## src/rtl/cg_pkg.sv

```systemverilog
package cg_pkg;

  typedef struct packed {
    logic rise;
    logic fall;
  } ph_evt_t;

  function automatic int unsigned cnt_w(input int unsigned n);
    return (n <= 2) ? 1 : $clog2(n);
  endfunction

endpackage

```

## src/rtl/cg_phase_gen.sv

```systemverilog
module cg_phase_gen #(
  parameter int unsigned HALF = 2
) (
  input  logic             clk,
  input  logic             rst,
  output logic             ph,
  output cg_pkg::ph_evt_t  evt
);
  localparam int unsigned CW = cg_pkg::cnt_w(HALF);
  localparam logic [CW-1:0] LAST = CW'(HALF - 1);

  logic [CW-1:0] cnt;
  logic          wrap;

  assign wrap     = (cnt == LAST);
  assign evt.rise = wrap & ~ph;
  assign evt.fall = wrap & ph;

  always_ff @(posedge clk) begin
    if (rst) begin
      cnt <= '0;
      ph  <= 1'b0;
    end else if (wrap) begin
      cnt <= '0;
      ph  <= ~ph;
    end else begin
      cnt <= cnt + 1'b1;
    end
  end

endmodule

```

## src/rtl/cg_req_sync.sv

```systemverilog
module cg_req_sync #(
  parameter int unsigned SYNC_DEPTH  = 2,
  parameter int unsigned GATE_STAGES = 2
) (
  input  logic clk,
  input  logic rst,
  input  logic stop_n,
  input  logic fall_ev,
  output logic run_en
);
  logic [SYNC_DEPTH-1:0]  sy;
  logic [GATE_STAGES-1:0] gs;

  generate
    if (SYNC_DEPTH == 1) begin : g_sy1
      always_ff @(posedge clk) begin
        if (rst) sy <= '1;
        else     sy <= stop_n;
      end
    end else begin : g_syn
      always_ff @(posedge clk) begin
        if (rst) sy <= '1;
        else     sy <= {sy[SYNC_DEPTH-2:0], stop_n};
      end
    end

    if (GATE_STAGES == 1) begin : g_gs1
      always_ff @(posedge clk) begin
        if (rst)          gs <= '1;
        else if (fall_ev) gs <= sy[SYNC_DEPTH-1];
      end
    end else begin : g_gsn
      always_ff @(posedge clk) begin
        if (rst)          gs <= '1;
        else if (fall_ev) gs <= {gs[GATE_STAGES-2:0], sy[SYNC_DEPTH-1]};
      end
    end
  endgenerate

  assign run_en = gs[GATE_STAGES-1];


  run_upd_chk: assert property (@(posedge clk) disable iff (rst)
    !$stable(run_en) |-> $past(fall_ev))
    else $error("run enable changed outside a phase end");

endmodule

```

## src/rtl/cg_out_gate.sv

```systemverilog
module cg_out_gate #(
  parameter int unsigned          N_OUT     = 3,
  parameter logic [N_OUT-1:0]     FREE_MASK = 3'b110
) (
  input  logic             clk,
  input  logic             rst,
  input  logic             ph,
  input  cg_pkg::ph_evt_t  evt,
  input  logic             run_en,
  input  logic [N_OUT-1:0] mask,
  output logic [N_OUT-1:0] out_q
);

  generate
    for (genvar i = 0; i < N_OUT; i++) begin : g_bit
      logic allow;
      if (FREE_MASK[i]) begin : g_free
        assign allow = mask[i];
      end else begin : g_gated
        assign allow = mask[i] & run_en;
      end

      always_ff @(posedge clk) begin
        if (rst)           out_q[i] <= 1'b0;
        else if (evt.fall) out_q[i] <= 1'b0;
        else if (evt.rise) out_q[i] <= allow;
      end


      rest_low_chk: assert property (@(posedge clk) disable iff (rst)
        out_q[i] |-> ph)
        else $error("output high while reference low");


      edge_align_chk: assert property (@(posedge clk) disable iff (rst)
        !$stable(out_q[i]) |-> $past(evt.rise || evt.fall))
        else $error("output moved away from a phase boundary");


      mask_hold_chk: assert property (@(posedge clk) disable iff (rst)
        $rose(out_q[i]) |-> $past(mask[i]))
        else $error("disabled output rose");

      if (FREE_MASK[i]) begin : g_free_chk

        free_run_chk: assert property (@(posedge clk) disable iff (rst)
          $rose(ph) |-> (out_q[i] == $past(mask[i])))
          else $error("exempt output was gated");
      end else begin : g_gate_chk

        stop_gate_chk: assert property (@(posedge clk) disable iff (rst)
          $rose(out_q[i]) |-> $past(run_en))
          else $error("gated output rose while stopped");
      end
    end
  endgenerate

endmodule

```

## src/rtl/clk_stop_gate.sv

```systemverilog
module clk_stop_gate #(
  parameter int unsigned      N_OUT       = 3,
  parameter int unsigned      HALF        = 2,
  parameter int unsigned      SYNC_DEPTH  = 2,
  parameter int unsigned      GATE_STAGES = 2,
  parameter logic [N_OUT-1:0] FREE_MASK   = 3'b110
) (
  input  logic             clk,
  input  logic             rst,
  input  logic             stop_n,
  input  logic [N_OUT-1:0] en_mask,
  output logic [N_OUT-1:0] clk_out
);
  cg_pkg::ph_evt_t evt;
  logic            ph;
  logic            run_en;

  cg_phase_gen #(.HALF(HALF)) u_phase (
    .clk (clk),
    .rst (rst),
    .ph  (ph),
    .evt (evt)
  );

  cg_req_sync #(.SYNC_DEPTH(SYNC_DEPTH), .GATE_STAGES(GATE_STAGES)) u_sync (
    .clk     (clk),
    .rst     (rst),
    .stop_n  (stop_n),
    .fall_ev (evt.fall),
    .run_en  (run_en)
  );

  cg_out_gate #(.N_OUT(N_OUT), .FREE_MASK(FREE_MASK)) u_gate (
    .clk    (clk),
    .rst    (rst),
    .ph     (ph),
    .evt    (evt),
    .run_en (run_en),
    .mask   (en_mask),
    .out_q  (clk_out)
  );

endmodule

```

## config.mk

```make
export PLATFORM = sky130hd
export DESIGN_NAME = clk_stop_gate
export DESIGN_NICKNAME = d
export VERILOG_FILES = /design/src/rtl/cg_pkg.sv /design/src/rtl/cg_phase_gen.sv /design/src/rtl/cg_req_sync.sv /design/src/rtl/cg_out_gate.sv /design/src/rtl/clk_stop_gate.sv
export SDC_FILE = /design/constraint.sdc
export NUM_CORES = 1
export LEC_CHECK = 0
export BUFFER_PORTS_ARGS = -buffer_cell sky130_fd_sc_hd__buf_4
export CORE_AREA = 2 2 39 41
export CTS_CLUSTER_DIAMETER = 80
export CTS_CLUSTER_SIZE = 12
export DETAILED_ROUTE_END_ITERATION = 8
export DIE_AREA = 0 0 41 43
export GPL_TIMING_DRIVEN = 0
export HOLD_SLACK_MARGIN = 0.1
export PLACE_DENSITY_LB_ADDON = 0.15
export SLEW_MARGIN = 10
export SYNTH_ARGS = -nofsm -noshare
export SYNTH_HDL_FRONTEND = slang
export SYNTH_SLANG_ARGS = --single-unit
export TNS_END_PERCENT = 30
```

## constraint.sdc

```tcl
create_clock -name clk -period 1.45 [get_ports clk]
set_input_delay 0.29 -clock clk [delete_from_list [all_inputs] [get_ports clk]]
set_output_delay 0.29 -clock clk [all_outputs]
set_load 0.01 [all_outputs]
```

== Word-level counts from Yosys, hierarchy flattened ==
Index checks and enable logic that the tools add are counted.

* Register bits: 9
* Logic and storage cells: 14
* Output and inout port bits: 3

* Add/sub/neg operators: 1
* Bitwise operators: 4
* Reduce and logical (&&, ||, !) cells: 2

{| class="wikitable"
|+ Operators by type and width
! cell !! number
|-
| $reduce_or A2 Y1 || 2
|-
| $and A1 B1 Y1 || 3
|-
| $add A1 B1 Y1 const B || 1
|-
| $not A1 Y1 || 1
|}

== Logic depth before layout (Yosys ltp) ==
Gate-level depths: netlist of run 1.

* Depth in word-level cells: 2
* Gate-level depth with buffers: 3

== Modules after synthesis ==
Synthesis of run 1 repeated with hierarchy kept, for this count alone.

* Cells, all modules: 27
* Area, all modules: 306.5 um^2

{| class="wikitable"
|+ Modules (own cells, without submodules)
! module !! area each (um^2) !! cells each !! instances
|-
| cg_req_sync || 122.6 || 10 || 1
|-
| cg_out_gate || 113.9 || 10 || 1
|-
| cg_phase_gen || 70.1 || 7 || 1
|}

== Worst setup path after synthesis of run 1 ==
No wires, ideal clock.

* Path kind: reg-to-reg
* From: register u_phase.cnt
* To: register u_sync.gs[1]
* Required time: 1.330 ns
* Period minus slack after synthesis: 0.930 ns
* Path buffers: 1
* Library setup time: 0.120 ns
* Stages on the path, launching flop included: 4
* Arrival: 0.810 ns
* Slack: 0.520 ns
* Cells stage by stage: dfxtp_1 buf_6 and3_1 a211o_1

* Longest elaborated chain between the ends: 1

{| class="wikitable"
|+ Ends and longest elaborated chain
! what !! RTL line !! text
|-
| start, declared || cg_phase_gen.sv:12 || <nowiki>logic [CW-1:0] cnt;</nowiki>
|-
| start signal, assigned || cg_phase_gen.sv:27 || <nowiki>cnt <= cnt + 1'b1;</nowiki>
|-
| $and A1 B1 Y1 || cg_phase_gen.sv:17 || <nowiki>assign evt.fall = wrap & ph;</nowiki>
|-
| end signal, assigned || cg_req_sync.sv:35 || <nowiki>else if (fall_ev) gs <= {gs[GATE_STAGES-2:0], sy[SYNC_DEPTH-1]};</nowiki>
|-
| end, declared || cg_req_sync.sv:12 || <nowiki>logic [GATE_STAGES-1:0] gs;</nowiki>
|}

No other way between the ends.
A chain may end at the register's enable or synchronous reset.

== Final worst setup path of run 1 ==
* From: register u_gate.out_q[2]
* To: output port clk_out[2]

{| class="wikitable"
|+ RTL lines
! what !! RTL line !! text
|-
| start, declared || cg_out_gate.sv:11 || <nowiki>output logic [N_OUT-1:0] out_q</nowiki>
|-
| start signal, assigned by index || cg_out_gate.sv:26 || <nowiki>else if (evt.rise) out_q[i] <= allow;</nowiki>
|-
| end, declared || clk_stop_gate.sv:12 || <nowiki>output logic [N_OUT-1:0] clk_out</nowiki>
|}

No word-level cell between the ends.

==> impl_metrics.csv, run 1 <==
group,metric,value,unit
worst_setup_path,worst-path-buf-inv,1,
placement,dp_hpwl,412,um
finish,fillers,154,
clock_network,cts_tree,"yes",
worst_setup_path,cp_max_fo,2,
timing,finalCriticalPeriod,1.00,ns
die,start_util,22.9,%
yosys,ys.warnings.count,0,
yosys,syn_avg_cell_area,10.6,um2
die,chipWidth,41,um
timing,max_freq,997,MHz
timing,clock_skew,0.00222,ns
worst_setup_path,regToRegSetupSlack,0.47,ns
route,routed_wl,582,um
die,ios,9,
route,num_vias,245,
clock_network,cts_resized,0,
clock_network,hold_buffers,0,
worst_setup_path,path_cells,"buf_4",
timing,worst_slew_margin_rel,77.2,%
yosys,synthTopCellsByArea,"dfxtp_1 57%, nand2b_1 5.9%, a211o_1 5.5%, a21oi_1 4.7%, nand3b_1 4.7%",
worst_setup_path,required,1.16,ns
timing,finalCritPeriodShare,69.1,%
route,vias_per_cell,4.30,
yosys,synth_top_cell_area_share,56.9,%
pwr,peakVddDrop,0.420,mV
worst_setup_path,cp_top_family,"flip-flops",
die,coreArea,0.00138,mm2
yosys,synth_top_flop_cell,"dfxtp_1",
worst_setup_path,worstPathArrival,0.71,ns
clock_network,cts_htree_levels,1,
clock_network,root_buffer,"clkbuf_4",
yosys,synth_most_common_cell,"dfxtp_1",
route,dr.pass1.iters,4,
global_routing,track_usage,9.26,%
timing,finalHoldViolCount,0,
worst_setup_path,crit_slowest_cell,"dfxtp_1",
timing,finalSetupViolCount,0,
worst_setup_path,critPathKind,"flop to output port",
timing,fin_hold_ws,0.218,ns
finish,diodes,0,
pwr,pwr_density_cell,1240,mW/mm2
global_routing,grt_pass1_vias,263,
route,drc,0,
route,routedWlPerCell,10.2,um
clock_network,cts.sinks,9,
worst_hold_path,min_path_type,"primary input to flop",
route,drt_iter0_drc,4,
timing,rsz0062_at_grt,"false",
finish,drive_above_1_share,34.1,%
route,ant_nets,0,
finish,synthToLayoutAreaGrowth,31.2,%
die,rows,14,
yosys,syn_inst,30,
global_routing,grt_first_pass_wirelength,1040,um
yosys,synth_top_cell_by_area,"dfxtp_1",
timing,final.setup.tns,0,ns
clock_network,numCtsBuffers,3,
flow_run,drv_cap,0,
clock_network,clockBufferDepth,2,
die,dieArea,0.00176,mm2
pwr,leakage,0.169,nW
worst_setup_path,cp-start-kind,"flop",
die,die_h,43,um
worst_setup_path,cp_slowest_stage_delay,0.34,ns
yosys,synth_cell_type_count,14,
yosys,synth.top_cells.by_count,"9 x dfxtp_1, 3 x a21oi_1, 3 x nand2b_1",
run_status,status,"complete, no violations",
clock_network,postCtsSetupBuffers,0,
global_routing,grt-ovfl-total,0,
yosys,syn_nets,36,
timing,tightest_slew,0.342,ns
yosys,synth_edf_count,0,
yosys,synthArstFlopShare,0,%
yosys,synth-seq-cells,9,
finish,nets,48,
placement,io_buffers,7,
clock_network,clk_pin_slew,0.06,ns
worst_setup_path,cp-end-kind,"output port",
clock_network,clk_latency,0.25,ns
yosys,netlist_area,317,um2
yosys,ys_seq_area_share,56.9,%
global_routing,grt_max_degree,11,
timing,slew_violations,0,
placement,gp_congestion,0.608,
global_routing,antenna_found_initial,0,
-- cells in the final DEF, fill, tap and decap left out, types with 2 or more instances in the layout --
| cell | count |
|---|---|
| nor2_1 | 2 |
| nand3b_1 | 2 |
| a21oi_1 | 3 |
| a211o_1 | 2 |
| nand2b_1 | 3 |
| buf_4 | 7 |
| clkbuf_1 | 2 |
| clkbuf_4 | 3 |
| or2_2 | 2 |
| dfxtp_1 | 9 |
-- state kept, by name, summed over array words and instances, names as in the netlist --
name,count
u_phase.cnt,1
u_sync.gs,2
u_gate.out_q,3
u_phase.ph,1
u_sync.sy,2
-- area by class of cell --
class                      instances  area, um2  share of cell area, %
sequential                         9        180                   43.4
timing repair buffer               7       52.6                   12.7
multi-input combinational         19        121                   29.2
buffer                             2       15.0                   3.61
clock buffer                       4       26.3                   6.33
tap                               16       20.0                   4.82
-- metrics by stage --
step	std cells	total power, mW	util [%]	cell area [um2]	setup slack, ns
3_5_place_dp	53	0.336	28.1	389	0.484
2_1_floorplan	30	0.312	-	317	0.520
4_1_cts	57	0.529	30.0	415	0.433
6_report	57	0.515	30.0	415	0.447
5_1_grt	57	0.550	30.0	415	0.408
3_3_place_gp	53	0.332	28.1	389	0.505
-- power by group --
group          total [mW]  internal (mW)  switching (mW)
Sequential          0.274          0.263          0.0110
Clock               0.186          0.106          0.0800
Combinational      0.0553         0.0339          0.0214
-- per-layer routing --
metal / wire length, um / track usage, % / share of wire, % / up-vias
li1: - / - / - / 122
met1: 276 / 10.1 / 47 / 113
met2: 251 / 12.5 / 43 / 8
met3: 46 / 4.71 / 7.9 / 2
met4: 7 / 8.00 / 1.2 / 0
met5: 0 / 0 / 0 / -
-- kinds of logic (layout without fill, tap and decap cells) --
group | count (synthesis) | in the layout | synth area share, %
buf+inv | 2 | 13 | 4.74
xor+xnor | 1 | 1 | 2.77
flops | 9 | 9 | 56.9
simple gates | 13 | 13 | 25.3
compound gates | 5 | 5 | 10.3
-- worst paths after layout --
check,from,end,cells after the start
worst max-delay path,u_gate.out_q[2],clk_out[2],1
worst min-delay path,stop_n,u_sync.sy[0],2
worst max register to register,u_phase.cnt,u_sync.gs[1],3
worst min register to register,u_sync.sy[0],u_sync.sy[1],1
(Power assumes the default switching activity.)
==> run 2, diff against run 1 <==
--- a/config.mk
+++ b/config.mk
@@ -5,6 +5,7 @@
 export SDC_FILE = /design/constraint.sdc
 export NUM_CORES = 1
 export LEC_CHECK = 0
+export ABC_AREA = 1
 export BUFFER_PORTS_ARGS = -buffer_cell sky130_fd_sc_hd__buf_4
 export CORE_AREA = 2 2 39 41
 export CTS_CLUSTER_DIAMETER = 80
==> constraint.sdc (replaced) <==
create_clock -name clk -period 0.85 [get_ports clk]
set_input_delay 0.17 -clock clk [delete_from_list [all_inputs] [get_ports clk]]
set_output_delay 0.17 -clock clk [all_outputs]
set_load 0.01 [all_outputs]
==> impl_metrics.csv, run 2 <==
group,metric,value,unit
finish,largest_reg_flops,3,
worst_setup_path,path_cells,"buf_6",
pwr,pwr_density_cell,1980,mW/mm2
clock_network,numCtsBuffers,3,
placement,dp_hpwl,386,um
yosys,synth_edf_count,0,
pwr,p_switching,0.216,mW
pwr,leakage,0.235,nW
route,drc,0,
timing,slew_violations,0,
pwr,p_seq_share,51.9,%
clock_network,root_buffer,"clkbuf_4",
yosys,synth_top_cell_by_area,"dfxtp_1",
route,num_vias,288,
placement,pre_cts_ws,-0.00661,ns
yosys,syn_avg_cell_area,7.51,um2
die,rows,14,
clock_network,cts.sinks,9,
global_routing,track_usage,7.84,%
yosys,synth_top_flop_cell,"dfxtp_1",
finish,most-common-layout-cells,"11 x nand2_1, 7 x nor2_1, 6 x inv_1",
timing,tightest_slew,0.149,ns
die,die_h,43,um
global_routing,antenna_found_initial,0,
finish,top_register,"u_gate.out_q",
clock_network,cts_htree_levels,1,
run_status,violations,"negative setup slack",
global_routing,grt_max_degree,8,
finish,mostFrequentLayoutCell,"nand2_1",
route,routed_wl,544,um
timing,rsz0062_at_grt,"true",
yosys,ys.warnings.count,0,
timing,timing.final.ws_setup,-0.00745,ns
pwr,netSwitchingFraction,23.5,%
timing,clock_skew,0.00172,ns
yosys,ys_seq_area_share,55.8,%
die,dieArea,0.00176,mm2
yosys,synth_cell_type_count,9,
die,chipWidth,41,um
timing,finalCritPeriodShare,101,%
route,ant_nets,0,
placement,dp.cells,67,
run_status,status,"finished with violations",
worst_setup_path,cp_top_family,"flip-flops",
clock_network,clk_latency,0.25,ns
global_routing,grt_first_pass_wirelength,800,um
finish,diodes,0,
worst_setup_path,cp_max_fo,2,
route,vias_per_cell,4.00,
global_routing,grt_pass1_vias,203,
timing,fin_hold_ws,0.0953,ns
timing,max_freq,1170,MHz
finish,synthToLayoutAreaGrowth,43.4,%
worst_setup_path,required,0.68,ns
placement,place_area,403,um2
pwr,combPwrFrac,13.0,%
clock_network,postCtsSetupBuffers,0,
clock_network,clk_pin_slew,0.06,ns
worst_hold_path,min_path_type,"primary input to flop",
finish,drive_above_1_share,37.5,%
worst_setup_path,cp-start-kind,"flop",
placement,gp_congestion,0.632,
timing,worst_slew_margin_rel,90.0,%
placement,io_buffers,8,
pwr,p_int,0.701,mW
yosys,syn_inst,43,
worst_setup_path,worstPathArrival,0.69,ns
route,dr.pass1.iters,4,
finish,reg_top3,"u_gate.out_q (3), u_sync.gs (2), u_sync.sy (2)",
yosys,synth_top_cell_area_share,55.8,%
yosys,synthTopCellsByArea,"dfxtp_1 56%, nand2_1 13%, inv_1 8.1%, nor2_1 8.1%, nand3_1 4.7%",
yosys,syn_nets,49,
finish,final_area,463,um2
global_routing,grt-ovfl-total,0,
clock_network,cts_tree,"yes",
clock_network,clockBufferDepth,2,
worst_setup_path,critPathKind,"flop to output port",
yosys,netlist_area,323,um2
worst_setup_path,worst-path-buf-inv,1,
yosys,synth_most_common_cell,"nand2_1",
clock_network,hold_buffers,1,
worst_setup_path,cp-end-kind,"output port",
worst_setup_path,cp_slowest_stage_delay,0.32,ns
die,coreArea,0.00138,mm2
die,start_util,23.3,%
pwr,peakVddDrop,0.754,mV
worst_setup_path,crit_slowest_cell,"dfxtp_2",
timing,finalHoldViolCount,0,
route,routedWlPerCell,7.56,um
finish,final_cell_count_no_fill,72,
timing,finalSetupViolCount,3,
yosys,synthArstFlopShare,0,%
pwr,p_clk_share,35.1,%
finish,nets,63,
timing,finalCriticalPeriod,0.857,ns
flow_run,drv_cap,0,
yosys,synth.top_cells.by_count,"11 x nand2_1, 9 x dfxtp_1, 7 x inv_1, 7 x nor2_1, 3 x nand3_1",
die,ios,9,
yosys,synth-seq-cells,9,
route,drt_iter0_drc,5,
run 2: cell type report:
type / count / area, um2
clock buffer: 4 / 26.3
fill: 162 / 921
inverter: 7 / 26.3
multi-input combinational: 27 / 120
sequential: 9 / 189
tap: 16 / 20.0
timing repair buffer: 9 / 81.3
run 2: per-stage QoR:
stage / TNS (ns) / util, % / power [mW]
after global routing: -0.103 / 33.5 / 0.975
after detailed placement: -0.00789 / 29.1 / 0.587
after CTS: -0.0606 / 32.9 / 0.939
after global placement: -0.0351 / 29.1 / 0.588
after floorplan: 0 / - / 0.538
final: -0.0171 / 33.5 / 0.917
run 2: path summary, 6_finish.rpt:
path	cells after the start	from	end	slack, ns
max	1	u_gate.out_q[0]	clk_out[0]	-0.007
min	2	stop_n	u_sync.sy[0]	0.1
max reg2reg	4	u_phase.cnt	u_sync.gs[0]	0.07
min reg2reg	1	u_sync.sy[0]	u_sync.sy[1]	0.41
run 2: power groups by stage:
stage,combinational (mW),clock [mW],sequential [mW]
2_1_floorplan,0.0558,0,0.482
3_3_place_gp,0.109,0,0.479
3_5_place_dp,0.109,0,0.479
4_1_cts,0.120,0.344,0.475
5_1_grt,0.135,0.361,0.479
6_report,0.119,0.322,0.476
run 2: kinds of logic (layout without fill, tap and decap cells):
| family | count (synthesis) | after routing | synth area share [%] |
|---|---|---|---|
| AO/OA/AOI/OAI | 2 | 2 | 3.10 |
| buffers and inverters | 7 | 20 | 8.14 |
| flip-flops | 9 | 9 | 55.8 |
| AND/OR/NAND/NOR | 25 | 25 | 32.9 |
run 2: what timing repair did:
| action | in CTS | in global routing |
|---|---|---|
| hold endpoints to repair | 2 | 1 |
| gates resized for setup | 7 | 4 |
| endpoints found under the setup margin | 7 | 6 |
run 2: per-layer routing:
metal	vias to the layer above	share of wire [%]	GRT usage [%]	wire [um]
li1	156	-	-	-
met5	-	0	0	0
met3	2	7.7	4.71	42
met4	0	2.2	12.0	12
met2	9	40	6.88	215
met1	121	50	9.35	274
